`src/rtl/ddr_qspi_pkg.sv`:
```
package ddr_qspi_pkg;

    typedef enum logic [2:0] {
        ST_IDLE,
        ST_PREAMBLE,
        ST_DUMMY,
        ST_STREAM,
        ST_HOLD
    } phase_e;

    localparam int NIB_W          = 4;
    localparam int WORD_W         = 32;
    localparam int EDGE_BITS      = 2 * NIB_W;
    localparam int EDGES_PER_WORD = WORD_W / EDGE_BITS;
    localparam int EDGE_IDX_W     = $clog2(EDGES_PER_WORD);

endpackage

```
`src/rtl/ddr_qspi_cmd_shift.sv`:
```
module ddr_qspi_cmd_shift
    import ddr_qspi_pkg::*;
#(
    parameter int          ADDR_W   = 24,
    parameter logic [7:0]  READ_CMD = 8'hED
) (
    input  logic              clk,
    input  logic              rst_n,
    input  logic              load,
    input  logic              shift,
    input  logic [ADDR_W-1:0] addr,
    output logic [NIB_W-1:0]  nib_o,
    output logic              last_o
);

    localparam int SH_W  = 8 + ADDR_W;
    localparam int NIBS  = SH_W / NIB_W;
    localparam int CNT_W = $clog2(NIBS + 1);

    logic [SH_W-1:0]  sh_q;
    logic [CNT_W-1:0] cnt_q;

    always_ff @(posedge clk or negedge rst_n) begin
        if (!rst_n) begin
            sh_q  <= '0;
            cnt_q <= '0;
        end else if (load) begin
            sh_q  <= {READ_CMD, addr};
            cnt_q <= '0;
        end else if (shift) begin
            sh_q  <= sh_q << NIB_W;
            cnt_q <= cnt_q + 1'b1;
        end
    end

    assign nib_o  = sh_q[SH_W-1 -: NIB_W];
    assign last_o = (cnt_q == CNT_W'(NIBS - 1));

endmodule

```
`src/rtl/ddr_qspi_packer.sv`:
```
module ddr_qspi_packer
    import ddr_qspi_pkg::*;
(
    input  logic                  clk,
    input  logic                  rst_n,
    input  logic                  clear,
    input  logic                  capture,
    input  logic [NIB_W-1:0]      nib_a,
    input  logic [NIB_W-1:0]      nib_b,
    output logic [EDGE_IDX_W-1:0] edge_idx,
    output logic                  word_done,
    output logic [WORD_W-1:0]     word_o
);

    localparam logic [EDGE_IDX_W-1:0] LAST_EDGE = EDGE_IDX_W'(EDGES_PER_WORD - 1);

    logic [EDGE_IDX_W-1:0] edge_q;
    logic [WORD_W-1:0]     asm_q;
    logic [WORD_W-1:0]     word_nx;

    // Edge e fills byte pair e/2; even edges carry the upper nibbles.
    always_comb begin
        word_nx = asm_q;
        for (int e = 0; e < EDGES_PER_WORD; e++) begin
            if (edge_q == EDGE_IDX_W'(e)) begin
                word_nx[(e/2)*2*EDGE_BITS + ((e%2 == 0) ? NIB_W : 0) +: NIB_W]             = nib_a;
                word_nx[(e/2)*2*EDGE_BITS + EDGE_BITS + ((e%2 == 0) ? NIB_W : 0) +: NIB_W] = nib_b;
            end
        end
    end

    always_ff @(posedge clk or negedge rst_n) begin
        if (!rst_n) begin
            edge_q <= '0;
            asm_q  <= '0;
        end else if (clear) begin
            edge_q <= '0;
            asm_q  <= '0;
        end else if (capture) begin
            asm_q  <= word_nx;
            edge_q <= (edge_q == LAST_EDGE) ? '0 : edge_q + 1'b1;
        end
    end

    assign edge_idx  = edge_q;
    assign word_done = capture && (edge_q == LAST_EDGE);
    assign word_o    = word_nx;

endmodule

```
`src/rtl/ddr_qspi_fifo.sv`:
```
module ddr_qspi_fifo #(
    parameter int WIDTH = 32,
    parameter int DEPTH = 4
) (
    input  logic             clk,
    input  logic             rst_n,
    input  logic             push,
    input  logic [WIDTH-1:0] din,
    input  logic             pop,
    output logic [WIDTH-1:0] dout,
    output logic             valid,
    output logic             full
);

    localparam int PTR_W = (DEPTH > 1) ? $clog2(DEPTH) : 1;
    localparam int CNT_W = $clog2(DEPTH + 1);

    logic [WIDTH-1:0] mem [DEPTH];
    logic [PTR_W-1:0] wr_q, rd_q;
    logic [CNT_W-1:0] cnt_q;
    logic             do_push, do_pop;

    assign valid   = (cnt_q != '0);
    assign full    = (cnt_q == CNT_W'(DEPTH));
    assign do_push = push && !full;
    assign do_pop  = pop && valid;
    assign dout    = mem[rd_q];

    always_ff @(posedge clk) begin
        if (do_push) mem[wr_q] <= din;
    end

    always_ff @(posedge clk or negedge rst_n) begin
        if (!rst_n) begin
            wr_q  <= '0;
            rd_q  <= '0;
            cnt_q <= '0;
        end else begin
            if (do_push) wr_q <= (wr_q == PTR_W'(DEPTH - 1)) ? '0 : wr_q + 1'b1;
            if (do_pop)  rd_q <= (rd_q == PTR_W'(DEPTH - 1)) ? '0 : rd_q + 1'b1;
            unique case ({do_push, do_pop})
                2'b10:   cnt_q <= cnt_q + 1'b1;
                2'b01:   cnt_q <= cnt_q - 1'b1;
                default: cnt_q <= cnt_q;
            endcase
        end
    end

endmodule

```
`src/rtl/ddr_qspi_reader.sv`:
```
module ddr_qspi_reader
    import ddr_qspi_pkg::*;
#(
    parameter int         ADDR_W    = 24,
    parameter int         DUMMY_W   = 4,
    parameter int         BUF_DEPTH = 4,
    parameter logic [7:0] READ_CMD  = 8'hED
) (
    input  logic               clk,
    input  logic               rst_n,
    input  logic               req_valid,
    output logic               req_ready,
    input  logic [ADDR_W-1:0]  req_addr,
    input  logic [DUMMY_W-1:0] req_dummy,
    input  logic               stop_req,
    output logic               fl_sck,
    output logic               fl_cs_n,
    output logic [NIB_W-1:0]   fl_dq_o,
    output logic               fl_dq_oe,
    input  logic [NIB_W-1:0]   fl_dqa_i,
    input  logic [NIB_W-1:0]   fl_dqb_i,
    output logic               out_valid,
    input  logic               out_ready,
    output logic [WORD_W-1:0]  out_data
);

    phase_e state_q, state_nx;

    logic               sck_q, cs_n_q, oe_q, stop_q;
    logic [DUMMY_W-1:0] dcnt_q, dummy_q;

    logic                  pre_last, fifo_full, word_done;
    logic [EDGE_IDX_W-1:0] edge_idx;
    logic [WORD_W-1:0]     word;

    logic accept, shift, pre_end, dum_end, boundary, stream_go, toggle, leaving;

    // ---------------- strobes ----------------
    assign accept    = (state_q == ST_IDLE) && req_valid;
    assign shift     = (state_q == ST_PREAMBLE) && sck_q && !pre_last;
    assign pre_end   = (state_q == ST_PREAMBLE) && sck_q && pre_last;
    assign dum_end   = (state_q == ST_DUMMY) && sck_q && (dcnt_q == dummy_q - 1'b1);
    assign boundary  = (edge_idx == '0);
    assign stream_go = (state_q == ST_STREAM) && !(boundary && (stop_q || fifo_full));
    assign toggle    = (state_q == ST_PREAMBLE) || (state_q == ST_DUMMY) || stream_go;
    assign leaving   = (state_q != ST_IDLE) && (state_nx == ST_IDLE);

    // ---------------- sub-blocks ----------------
    ddr_qspi_cmd_shift #(
        .ADDR_W   (ADDR_W),
        .READ_CMD (READ_CMD)
    ) u_shift (
        .clk    (clk),
        .rst_n  (rst_n),
        .load   (accept),
        .shift  (shift),
        .addr   (req_addr),
        .nib_o  (fl_dq_o),
        .last_o (pre_last)
    );

    ddr_qspi_packer u_pack (
        .clk       (clk),
        .rst_n     (rst_n),
        .clear     (accept),
        .capture   (stream_go),
        .nib_a     (fl_dqa_i),
        .nib_b     (fl_dqb_i),
        .edge_idx  (edge_idx),
        .word_done (word_done),
        .word_o    (word)
    );

    ddr_qspi_fifo #(
        .WIDTH (WORD_W),
        .DEPTH (BUF_DEPTH)
    ) u_buf (
        .clk   (clk),
        .rst_n (rst_n),
        .push  (word_done),
        .din   (word),
        .pop   (out_ready),
        .dout  (out_data),
        .valid (out_valid),
        .full  (fifo_full)
    );

    // ---------------- state register ----------------
    always_ff @(posedge clk or negedge rst_n) begin
        if (!rst_n) state_q <= ST_IDLE;
        else        state_q <= state_nx;
    end

    // ---------------- next state ----------------
    always_comb begin
        state_nx = state_q;
        unique case (state_q)
            ST_IDLE:     if (req_valid) state_nx = ST_PREAMBLE;
            ST_PREAMBLE: if (pre_end) state_nx = (dummy_q == '0) ? ST_STREAM : ST_DUMMY;
            ST_DUMMY:    if (dum_end) state_nx = ST_STREAM;
            ST_STREAM: begin
                if (boundary && stop_q)         state_nx = ST_IDLE;
                else if (boundary && fifo_full) state_nx = ST_HOLD;
            end
            ST_HOLD: begin
                if (stop_q)          state_nx = ST_IDLE;
                else if (!fifo_full) state_nx = ST_STREAM;
            end
            default: state_nx = ST_IDLE;
        endcase
    end

    // ---------------- registered outputs ----------------
    always_ff @(posedge clk or negedge rst_n) begin
        if (!rst_n) begin
            sck_q   <= 1'b0;
            cs_n_q  <= 1'b1;
            oe_q    <= 1'b0;
            stop_q  <= 1'b0;
            dcnt_q  <= '0;
            dummy_q <= '0;
        end else begin
            if (accept) begin
                cs_n_q  <= 1'b0;
                oe_q    <= 1'b1;
                dummy_q <= req_dummy;
                dcnt_q  <= '0;
            end
            if (pre_end) oe_q <= 1'b0;
            if ((state_q == ST_DUMMY) && sck_q) dcnt_q <= dcnt_q + 1'b1;
            if (toggle) sck_q <= ~sck_q;
            if (leaving) begin
                cs_n_q <= 1'b1;
                stop_q <= 1'b0;
            end else if (accept) begin
                stop_q <= 1'b0;
            end else if (stop_req && (state_q != ST_IDLE)) begin
                stop_q <= 1'b1;
            end
        end
    end

    assign fl_sck    = sck_q;
    assign fl_cs_n   = cs_n_q;
    assign fl_dq_oe  = oe_q;
    assign req_ready = (state_q == ST_IDLE);

endmodule

```
`config.mk`:
```
export PLATFORM = sky130hd
export DESIGN_NAME = ddr_qspi_reader
export DESIGN_NICKNAME = d
export VERILOG_FILES = /design/src/rtl/ddr_qspi_pkg.sv /design/src/rtl/ddr_qspi_cmd_shift.sv /design/src/rtl/ddr_qspi_packer.sv /design/src/rtl/ddr_qspi_fifo.sv /design/src/rtl/ddr_qspi_reader.sv
export SDC_FILE = /design/constraint.sdc
export NUM_CORES = 1
export LEC_CHECK = 0
export ABC_AREA = 1
export BUFFER_PORTS_ARGS = -buffer_cell sky130_fd_sc_hd__buf_2
export CORE_MARGIN = 1.5
export CORE_UTILIZATION = 41
export CTS_BUF_LIST = sky130_fd_sc_hd__clkbuf_16
export CTS_CLUSTER_SIZE = 10
export DETAILED_ROUTE_END_ITERATION = 6
export SLEW_MARGIN = 25
export SYNTH_ARGS = -nofsm -noshare
export SYNTH_HDL_FRONTEND = slang
export SYNTH_HIERARCHICAL = 1
export SYNTH_SLANG_ARGS = --single-unit
```
`constraint.sdc`:
```
create_clock -name clk -period 5.9 [get_ports clk]
set_input_delay 0.59 -clock clk [delete_from_list [all_inputs] [get_ports clk]]
set_output_delay 0.59 -clock clk [all_outputs]
set_load 0.1 [all_outputs]
```
==> flow_metrics.env, run 1 <==
export IMPL_worstPathArrival_ns=2.71
export IMPL_max_cap_viol_count=0
export IMPL_path_cells="buf_4, o211ai_1, nand2_1, buf_2"
export IMPL_cts_h_tree_depth=1
export IMPL_numCtsBuffers=26
export IMPL_timing_final_setup_violations=0
export IMPL_fmax_mhz=303
export IMPL_grt_usage_pct=16.4
export IMPL_grt_remaining_overflow=0
export IMPL_total_leakage_power_nw=5.20
export IMPL_rsz0062_at_grt="false"
export IMPL_detail_route_iter0_violations=345
export IMPL_design_final_nets=1119
export IMPL_slew_worst_pin_ns=0.910
export IMPL_mappedNetlistNets=1047
export IMPL_placement_rows=56
export IMPL_wire_length_of_the_first_global_routing_pass_mm=32.0
export IMPL_worst_path_max_fanout=96
export IMPL_dp_cells=1354
export IMPL_hold_class="in2reg"
export IMPL_worst_path_largest_cell_delay_ns=0.74
export IMPL_drv_slew=0
export IMPL_io_pin_count=82
export IMPL_area_delta_synth_final_pct=14.0
export IMPL_netlist_area_sq_um=9760
export IMPL_drtPass1Iterations=5
export IMPL_detail_route_antenna_nets=0
export IMPL_largest_net_degree_at_the_start_of_global_routing=97
export IMPL_numClockSinks=220
export IMPL_post_layout_nonfiller_instances=1400
export IMPL_portion_of_the_post_synthesis_area_used_by_sequential_elements_pct=63.0
export IMPL_floorplan_initialDensity_pct=41.7
export IMPL_outcome="complete, no violations"
export IMPL_cp_required_ns=5.31
export IMPL_design_power_total_w=0.00631
export IMPL_critical_path_class="reg2out"
export IMPL_num_fill_cells=2251
export IMPL_io_buffers=81
export IMPL_timing_max_slew_rel_slack_pct=39.1
export IMPL_synth_largest_area_cell="sky130_fd_sc_hd__edfxtp_1"
export IMPL_vdd_ir_drop_max_mv=0.336
export IMPL_slowest_stage="sky130_fd_sc_hd__buf_4"
export IMPL_totalNegativeSetupSlack_ns=0
export IMPL_antenna_violations_before_repair=0
export IMPL_chipWidth_um=157
export IMPL_route_vias_total=6696
export IMPL_storage_element_area_sq_um=6150
export IMPL_die_area_sq_um=24700
export IMPL_cts_clk_pin_slew_worst_paths_ns=0.05
export IMPL_place_hpwl_mm=12.1
export IMPL_vias_in_the_first_global_route=6351
export IMPL_die_boundary_height_um=157
export IMPL_sum_of_routed_wire_length_over_all_layers_mm=19.8
export IMPL_synthDominantCellAreaShare_pct=39.4
export IMPL_synthDistinctLibCells=33
export IMPL_finalWeightedCongestion=0.739
export IMPL_detail_route_wl_per_cell_um=14.1
export IMPL_root_buffer="sky130_fd_sc_hd__clkbuf_16"
export IMPL_period_minus_slack_ns=3.30
export IMPL_postCtsSetupBuffers=0
export IMPL_tritoncts="built"
export IMPL_fin_worst_hold_slack_ns=0.289
export IMPL_clk_insertion_delay_late_ns=0.51
export IMPL_fin_worst_skew_ns=0.0109
export IMPL_post_route_period_util_pct=56.0
export IMPL_design_core_area_sq_um=23400
export IMPL_share_of_cells_above_drive_strength_1_pct=13.6
export IMPL_drc=0
export IMPL_footprint_of_the_multi_input_gates_sq_um=2880
export IMPL_cts_resized=0
export IMPL_n_antenna_cell=0
export IMPL_yosys_top_cells_area="sky130_fd_sc_hd__edfxtp_1 39%, sky130_fd_sc_hd__dfrtp_1 23%, sky130_fd_sc_hd__nand2_1 15%"
export IMPL_ys_ff_latch=220
export IMPL_critPathLaunchType="flip-flop"
export IMPL_mean_instance_size_in_the_synthesized_netlist_sq_um=9.84
export IMPL_yosysWarningCount=6
export IMPL_number_of_buffers_on_the_longest_clock_path=3
export IMPL_via_count_normalized_by_instance_count=4.78
export IMPL_syn_inst=992
export IMPL_power_per_cell_area_nw_per_um2=567
export IMPL_timing_critical_path_to_type="output port"
export IMPL_hold_viol=0
-- through the flow --
stage | instance area, sq um | worst slack [ns] | util (%)
2_1_floorplan | 9760 | 2.87 | -
3_3_place_gp | 10400 | 3.08 | 44.3
3_5_place_dp | 10400 | 3.04 | 44.3
4_1_cts | 11100 | 2.58 | 47.5
5_1_grt | 11100 | 2.39 | 47.5
6_report | 11100 | 2.60 | 47.5
-- kinds of logic after synthesis --
group                      share of synthesized area [%]
AOI/OAI and AO/OA                                   8.54
xor gates and xnor gates                           0.449
adders and majority gates                           1.87
buffers and inverters                               7.68
DFF                                                 63.0
and+or+nand+nor                                     18.5
-- state kept, by name, indices dropped and copies added (netlist names), 3 cells and up --
name           count
u_buf/mem        128
u_buf/cnt_q        3
dcnt_q             4
dummy_q            4
state_q            3
u_pack/asm_q      32
u_shift/cnt_q      4
u_shift/sh_q      32
-- path summary, 6_finish.rpt --
path,startpoint,depth (start not counted),to,slack (ns)
worst max-delay path,u_buf/rd_q[0]$_DFFE_PN0P_,4,out_data[11],2.60
worst min-delay path,req_dummy[1],3,dummy_q[1]$_DFFE_PN0P_,0.29
worst max register to register,u_shift/cnt_q[0]$_DFFE_PN0P_,9,u_shift/sh_q[29]$_DFFE_PN0P_,3.08
worst min register to register,u_shift/sh_q[31]$_DFFE_PN0P_,2,u_shift/sh_q[31]$_DFFE_PN0P_,0.48
max in group asynchronous,rst_n,3,u_buf/rd_q[0]$_DFFE_PN0P_,4.10
min in group asynchronous,rst_n,2,u_shift/sh_q[7]$_DFFE_PN0P_,0.52
-- cell usage in the layout (no fill, tap or decap), drive strengths merged --
cell	n
a21oi	12
a31oi	1
buf	89
clkbuf	27
clkinv	3
dfrtp	91
dfstp	1
dlygate4sd3	1
edfxtp	128
fa	1
ha	13
inv	142
nand2	382
nand3	29
nand3b	1
nand4	4
nor2	34
nor3	1
nor3b	1
o211ai	74
o21ai	39
o22ai	2
xnor2	3
xor2	2
-- timing repair --
action                                  4_1_cts  5_1_grt
endpoints found under the setup margin        0        0
hold buffers                                  1        0
endpoints found under the hold margin        25        0
-- layer usage --
| metal | GRT usage [%] | wire [um] | up-vias |
|---|---|---|---|
| li1 | - | - | 3363 |
| met1 | 21.3 | 8950 | 3175 |
| met2 | 28.4 | 9630 | 134 |
| met3 | 2.56 | 829 | 24 |
| met4 | 4.49 | 351 | 0 |
| met5 | 0 | 0 | - |
-- where the power goes --
group / internal [W] / switching [W] / total (W)
sequential: 0.00193 / 0.000163 / 0.00210
combinational: 0.000559 / 0.00227 / 0.00283
clock: 0.000812 / 0.000573 / 0.00138
-- cell type report --
class	instances	area share (%)
Tap cell	319	3.59
Multi-Input combinational cell	599	25.8
Clock buffer	27	6.07
Inverter	127	4.28
Timing Repair Buffer	90	4.30
Sequential cell	220	55.3
Clock inverter	18	0.630
-- cells in the mapped netlist (all sizes together) --
cell and instances:
fa 1, nand2 382, xnor2 3, buf 43, edfxtp 128, a21oi 12, o21ai 39, xor2 2
nor2 34, dfrtp 91, inv 127, nand3 29, dfstp 1, clkbuf 3, o211ai 74, nor3 1
ha 13, a31oi 1, nand4 4, nand3b 1, nor3b 1, o22ai 2
-- worst max-delay path: cells and delay by family (launching register included) --
family                 cells  cell delay, ns
AOI/OAI and AO/OA          1            0.21
DFF                        1            0.65
buffers and inverters      2            1.16
and+or+nand+nor            1            0.12
Power figures use the tool's default switching activity.
==> run 2, diff against run 1 <==
==> constraint.sdc (replaced) <==
create_clock -name clk -period 2.94 [get_ports clk]
set_input_delay 0.294 -clock clk [delete_from_list [all_inputs] [get_ports clk]]
set_output_delay 0.294 -clock clk [all_outputs]
set_load 0.1 [all_outputs]
==> run 2 against run 1 <==
Core utilization up 0.90 points. Total power up 100%. Sequential power up 100%. Hold slack worse by 0.27 ns. Sequential share of layout area down 1.0 points. Count of clock-buffer cells in the layout down 1. Worst setup slack worse by 2.3 ns. Via count up 0.85%. Non-clock buffer count up 19. Combinational power up 100%. Global-route usage up 0.25 points. Critical path type unchanged. Largest cell class unchanged.
==> flow_metrics.env, run 2 (synthesis results as in run 1) <==
export IMPL_path_cells="buf_4, o211ai_1, nand2_1, buf_2"
export IMPL_numClockSinks=220
export IMPL_commonest_cells_after_routing_fill_and_taps_aside="379 x sky130_fd_sc_hd__nand2_1, 135 x sky130_fd_sc_hd__inv_1, 128 x sky130_fd_sc_hd__edfxtp_1, 90 x sky130_fd_sc_hd__dfrtp_1, 80 x sky130_fd_sc_hd__buf_2"
export IMPL_place_hpwl_mm=12.5
export IMPL_root_buffer="sky130_fd_sc_hd__clkbuf_16"
export IMPL_n_antenna_cell=0
export IMPL_grt_remaining_overflow=0
export IMPL_period_minus_slack_ns=2.64
export IMPL_worstPathArrival_ns=2.34
export IMPL_cts_clk_pin_slew_worst_paths_ns=0.05
export IMPL_outcome="complete, no violations"
export IMPL_drtPass1Iterations=4
export IMPL_area_delta_synth_final_pct=16.2
export IMPL_drv_slew=0
export IMPL_timing_critical_path_to_type="output port"
export IMPL_critPathLaunchType="flip-flop"
export IMPL_critical_path_class="reg2out"
export IMPL_timing_final_setup_violations=0
export IMPL_sum_of_routed_wire_length_over_all_layers_mm=19.7
export IMPL_io_pin_count=82
export IMPL_totalNegativeSetupSlack_ns=0
export IMPL_post_layout_nonfiller_instances=1420
export IMPL_wire_length_of_the_first_global_routing_pass_mm=32.8
export IMPL_power_per_cell_area_nw_per_um2=1130
export IMPL_postCtsSetupBuffers=0
export IMPL_max_cap_viol_count=0
export IMPL_fmax_mhz=379
export IMPL_met1_capacity_usage_during_global_routing_pct=22.2
export IMPL_vias_in_the_first_global_route=6625
export IMPL_grt_usage_pct=16.6
export IMPL_tritoncts="built"
export IMPL_largest_net_degree_at_the_start_of_global_routing=53
export IMPL_design_core_area_sq_um=23400
export IMPL_detail_route_wl_per_cell_um=13.9
export IMPL_drc=0
export IMPL_global_route_usage_met2_pct=28.2
export IMPL_fin_worst_skew_ns=0.0133
export IMPL_detail_route_iter0_violations=506
export IMPL_cp_required_ns=2.65
export IMPL_antenna_violations_before_repair=0
export IMPL_io_buffers=81
export IMPL_globalRouteMet3Util_pct=2.73
export IMPL_fin_worst_hold_slack_ns=0.0192
export IMPL_via_count_normalized_by_instance_count=4.76
export IMPL_die_boundary_height_um=157
export IMPL_chipWidth_um=157
export IMPL_route_vias_total=6753
export IMPL_layout_top_registers="u_buf/mem: 128 flops, u_pack/asm_q: 32 flops, u_shift/sh_q: 32 flops"
export IMPL_worst_path_max_fanout=52
export IMPL_hold_class="in2reg"
export IMPL_detail_route_antenna_nets=0
export IMPL_rsz0062_at_grt="false"
export IMPL_placement_rows=56
export IMPL_largest_register_ff_count=128
export IMPL_cts_h_tree_depth=1
export IMPL_regMostFlops="u_buf/mem"
export IMPL_final_common_cell="sky130_fd_sc_hd__nand2_1"
export IMPL_finalWeightedCongestion=0.733
export IMPL_slowest_stage="sky130_fd_sc_hd__dfrtp_4"
export IMPL_share_of_cells_above_drive_strength_1_pct=14.2
export IMPL_floorplan_initialDensity_pct=41.7
export IMPL_timing_max_slew_rel_slack_pct=60.3
export IMPL_clk_insertion_delay_late_ns=0.52
export IMPL_slew_worst_pin_ns=0.595
export IMPL_dp_cells=1364
export IMPL_worst_path_largest_cell_delay_ns=0.78
export IMPL_post_route_period_util_pct=89.7
export IMPL_vdd_ir_drop_max_mv=0.546
export IMPL_worst_slack_ns=0.302
export IMPL_number_of_buffers_on_the_longest_clock_path=3
export IMPL_total_leakage_power_nw=5.30
export IMPL_design_final_nets=1138
export IMPL_grt_busiest_layer="met2"
export IMPL_die_area_sq_um=24700
export IMPL_place_ws_ns=0.403
export IMPL_hold_viol=0
export IMPL_numCtsBuffers=26
==> run 2: worst paths after layout <==
check	start	to	depth (start not counted)	slack, ns
max	u_buf/rd_q[0]$_DFFE_PN0P_	out_data[19]	4	0.30
min	req_addr[21]	u_shift/sh_q[21]$_DFFE_PN0P_	3	0.02
max reg2reg	u_buf/cnt_q[1]$_DFFE_PN0P_	u_buf/cnt_q[2]$_DFFE_PN0P_	16	0.38
min reg2reg	u_shift/sh_q[31]$_DFFE_PN0P_	u_shift/sh_q[31]$_DFFE_PN0P_	2	0.47
max in group asynchronous	rst_n	u_pack/asm_q[6]$_DFFE_PN0P_	3	1.92
min in group asynchronous	rst_n	u_shift/sh_q[6]$_DFFE_PN0P_	2	0.30
==> run 2: timing repair <==
item                                   CTS  global route
endpoints found under the hold margin   46             0
gates resized for setup                  0             0
hold buffers                            10             0
==> run 2: per-layer routing <==
metal	routed length [um]	share of wire, %
met2	9430	48
met1	9160	46
met3	820	4.2
met5	0	0
met4	326	1.7
==> run 2: power by group <==
part	internal (W)	total, W	switching, W
sequential	0.00388	0.00424	0.000361
clock	0.00159	0.00274	0.00116
combinational	0.00121	0.00578	0.00457
==> run 2: per-stage QoR <==
step           utilization (%)  instance area [sq um]  total power, W
2_1_floorplan                -                   9760         0.00912
3_3_place_gp              44.8                  10500          0.0100
3_5_place_dp              44.8                  10500          0.0101
4_1_cts                   48.4                  11300          0.0129
5_1_grt                   48.4                  11300          0.0136
6_report                  48.4                  11300          0.0128
==> run 2: final cells by class <==
type / count / area (sq um)
multi-input cells: 599 / 2880
flip-flops and latches: 220 / 6150
well taps: 319 / 399
repair buffers: 109 / 693
clock buffers: 26 / 651
fillers: 2239 / 12100
clock inverters: 20 / 91.3
inverters: 127 / 477
==> run 2: critical path: cells and delay by family (launching register included) <==
kind	cells	cell delay [ns]
flops	1	0.78
buf+inv	2	0.77
simple gates	1	0.12
compound gates	1	0.12
==> run 3, diff against run 2 <==
--- a/config.mk
+++ b/config.mk
@@ -15,5 +15,4 @@
 export SLEW_MARGIN = 25
 export SYNTH_ARGS = -nofsm -noshare
 export SYNTH_HDL_FRONTEND = slang
-export SYNTH_HIERARCHICAL = 1
 export SYNTH_SLANG_ARGS = --single-unit
==> constraint.sdc (replaced) <==
create_clock -name clk -period 3.2 [get_ports clk]
set_input_delay 0.32 -clock clk [delete_from_list [all_inputs] [get_ports clk]]
set_output_delay 0.32 -clock clk [all_outputs]
set_load 0.1 [all_outputs]
==> run 3 against run 2 <==
The run now ends with design-rule violations left. Sequential share of layout area is 2.5 points higher. Worst setup slack better by 0.039 ns. Count of clock-buffer cells in the layout is 1 higher. Routed wire length hardly changed. Sequential power is 26% lower. Final area is 4.5% lower. Non-clock buffer count is 3 lower. Total power is 30% lower. Critical path depth is 1 higher. Critical path type unchanged.
==> flow_metrics.env, run 3 <==
export IMPL_hold_viol=0
export IMPL_largest_register_ff_count=128
export IMPL_power_net_switching_w=0.00381
export IMPL_grt_remaining_overflow=0
export IMPL_ys_ff_latch=220
export IMPL_synthDistinctLibCells=35
export IMPL_most_used_flip_flop_cell_after_synthesis="sky130_fd_sc_hd__edfxtp_1"
export IMPL_outcome="finished, violations left"
export IMPL_synthDominantCellAreaShare_pct=41.5
export IMPL_numClockSinks=220
export IMPL_yosys_top_cells_count="138 x sky130_fd_sc_hd__o21ai_0, 136 x sky130_fd_sc_hd__nand2_1, 128 x sky130_fd_sc_hd__edfxtp_1"
export IMPL_n_antenna_cell=0
export IMPL_path_cells="clkinv_1, buf_4, o21ai_0, o22ai_1, buf_2"
export IMPL_worstPathBufferInverterCount=3
export IMPL_syn_inst=853
export IMPL_post_synth_top_count_cell="sky130_fd_sc_hd__o21ai_0"
export IMPL_yosysWarningCount=0
export IMPL_netlist_area_sq_um=9250
export IMPL_tritoncts="built"
export IMPL_rsz0062_at_grt="false"
export IMPL_cts_hold_buffers=12
export IMPL_share_of_cells_above_drive_strength_1_pct=15.4
export IMPL_critical_path_class="reg2out"
export IMPL_internal_power_w=0.00518
export IMPL_utilization_pct=49.3
export IMPL_fin_worst_skew_ns=0.00899
export IMPL_antenna_violations_before_repair=0
export IMPL_netSwitchingFraction_pct=42.4
export IMPL_finalWeightedCongestion=0.739
export IMPL_die_area_sq_um=23500
export IMPL_drtPass1Iterations=7
export IMPL_synth_enable_flop_cells=128
export IMPL_portion_of_the_post_synthesis_area_used_by_sequential_elements_pct=66.4
export IMPL_via_count_normalized_by_instance_count=5.00
export IMPL_layout_top_registers="u_buf.mem: 128 flops, u_pack.asm_q: 32 flops, u_shift.sh_q: 32 flops"
export IMPL_totalNegativeSetupSlack_ns=0
export IMPL_die_boundary_height_um=153
export IMPL_period_minus_slack_ns=2.86
export IMPL_cts_clk_pin_slew_worst_paths_ns=0.06
export IMPL_vias_in_the_first_global_route=6241
export IMPL_drc=4
export IMPL_slew_worst_pin_ns=0.731
export IMPL_timing_final_setup_violations=0
export IMPL_detail_route_antenna_nets=0
export IMPL_cts_resized=0
export IMPL_clk_insertion_delay_late_ns=0.51
export IMPL_design_core_area_sq_um=22000
export IMPL_largest_net_degree_at_the_start_of_global_routing=67
export IMPL_worst_path_largest_cell_delay_ns=0.58
export IMPL_wire_length_of_the_first_global_routing_pass_mm=32.5
export IMPL_total_leakage_power_nw=4.23
export IMPL_synth_largest_area_cell="sky130_fd_sc_hd__edfxtp_1"
export IMPL_timing_max_slew_rel_slack_pct=50.9
export IMPL_violations="design-rule violations"
export IMPL_regMostFlops="u_buf.mem"
export IMPL_mean_instance_size_in_the_synthesized_netlist_sq_um=10.8
export IMPL_commonest_cells_after_routing_fill_and_taps_aside="138 x sky130_fd_sc_hd__o21ai_0, 136 x sky130_fd_sc_hd__nand2_1, 128 x sky130_fd_sc_hd__edfxtp_1, 110 x sky130_fd_sc_hd__inv_1"
export IMPL_floorplan_initialDensity_pct=42.1
export IMPL_route_vias_total=6206
export IMPL_final_common_cell="sky130_fd_sc_hd__o21ai_0"
export IMPL_design_final_nets=998
export IMPL_root_buffer="sky130_fd_sc_hd__clkbuf_16"
export IMPL_mappedNetlistNets=908
export IMPL_max_cap_viol_count=0
export IMPL_drv_slew=0
export IMPL_io_pin_count=82
export IMPL_chipWidth_um=153
export IMPL_area_delta_synth_final_pct=17.0
export IMPL_power_per_cell_area_nw_per_um2=831
export IMPL_placement_rows=54
export IMPL_place_ws_ns=0.672
export IMPL_yosys_top_cells_area="sky130_fd_sc_hd__edfxtp_1 42%, sky130_fd_sc_hd__dfrtp_1 25%, sky130_fd_sc_hd__o21ai_0 7.5%"
export IMPL_hold_class="in2reg"
export IMPL_fmax_mhz=350
export IMPL_detail_route_wl_per_cell_um=15.9
export IMPL_slowest_stage="sky130_fd_sc_hd__clkinv_1"
export IMPL_worst_path_max_fanout=28
export IMPL_worst_slack_ns=0.340
export IMPL_vdd_ir_drop_max_mv=0.458
export IMPL_synth_async_sr_flop_share_pct=41.8
export IMPL_timing_critical_path_to_type="output port"
export IMPL_clockPowerShare_pct=29.3
export IMPL_cp_required_ns=2.88
export IMPL_sum_of_routed_wire_length_over_all_layers_mm=19.7
export IMPL_place_hpwl_mm=12.2
export IMPL_detail_route_iter0_violations=334
export IMPL_worstPathArrival_ns=2.54
export IMPL_cts_h_tree_depth=1
export IMPL_combinationalPowerShare_pct=35.9
export IMPL_critPathLaunchType="flip-flop"
export IMPL_number_of_buffers_on_the_longest_clock_path=3
export IMPL_numCtsBuffers=26
export IMPL_layout_cell_area_non_filler_sq_um=10800
export IMPL_io_buffers=81
export IMPL_grt_usage_pct=17.2
export IMPL_post_route_period_util_pct=89.4
export IMPL_p_seq_share_pct=34.8
export IMPL_postCtsSetupBuffers=0
export IMPL_placed_cell_area_sq_um=9930
export IMPL_critical_path_top_delay_family="buffers and inverters"
==> run 3: metal layers <==
metal | routed length [um] | share of wire [%] | global-route usage [%]
met1 | 8860 | 45 | 22.7
met2 | 9420 | 48 | 29.3
met3 | 1070 | 5.4 | 3.29
met4 | 371 | 1.9 | 4.44
met5 | 0 | 0 | 0
==> run 3: worst paths after layout <==
path / start / end / slack [ns] / cells after the start
max reg2reg: u_pack.edge_idx[0]$_DFFE_PN0P_ / u_buf.mem[0][8]$_DFFE_PP_ / 0.71 / 4
max: u_buf.rd_q[0]$_DFFE_PN0P_ / out_data[10] / 0.34 / 5
min: req_dummy[0] / dummy_q[0]$_DFFE_PN0P_ / 0.02 / 3
min reg2reg: fl_cs_n$_DFFE_PN1P_ / fl_cs_n$_DFFE_PN1P_ / 0.48 / 2
min in group asynchronous: rst_n / u_shift.sh_q[15]$_DFFE_PN0P_ / 0.40 / 2
max in group asynchronous: rst_n / u_buf.rd_q[0]$_DFFE_PN0P_ / 2.12 / 3
==> run 3: kinds of logic (layout without fill, tap and decap cells) <==
group                      Yosys count  in the layout  synth area share, %
AOI/OAI and AO/OA                  217            217                 13.5
adders and majority gates           14             14                 1.97
buffers and inverters              143            251                 6.41
DFF                                220            220                 66.4
xor gates and xnor gates             6              6                0.568
and+or+nand+nor                    253            253                 11.1
==> run 3: power by group through the flow <==
stage / registers (W) / logic (W) / clock network [W]
global placement: 0.00318 / 0.00322 / 0
finish: 0.00313 / 0.00323 / 0.00263
detailed placement: 0.00318 / 0.00324 / 0
CTS: 0.00313 / 0.00326 / 0.00270
global route: 0.00314 / 0.00342 / 0.00281
floorplan: 0.00317 / 0.00264 / 0
==> run 3: worst min-delay path, delay by kind of cell <==
kind / cells / cell delay, ns
compound gates: 1 / 0.06
buf+inv: 1 / 0.08
simple gates: 1 / 0.04
==> run 3: area by class of cell <==
| class | count | area [sq um] |
|---|---|---|
| clock buffers | 27 | 676 |
| clock inverters | 19 | 97.6 |
| flip-flops and latches | 220 | 6150 |
| well taps | 280 | 350 |
| repair buffers | 106 | 651 |
| multi-input cells | 490 | 2530 |
| inverters | 99 | 373 |
| fillers | 1992 | 11100 |
==> run 3: metrics by stage <==
stage / power, W / cells / hold WS [ns]
global placement: 0.00640 / 1183 / 0.420
detailed placement: 0.00643 / 1183 / 0.416
floorplan: 0.00581 / 853 / 0.0244
global route: 0.00937 / 1241 / 0.0109
CTS: 0.00909 / 1241 / 0.000609
finish: 0.00899 / 1241 / 0.0167
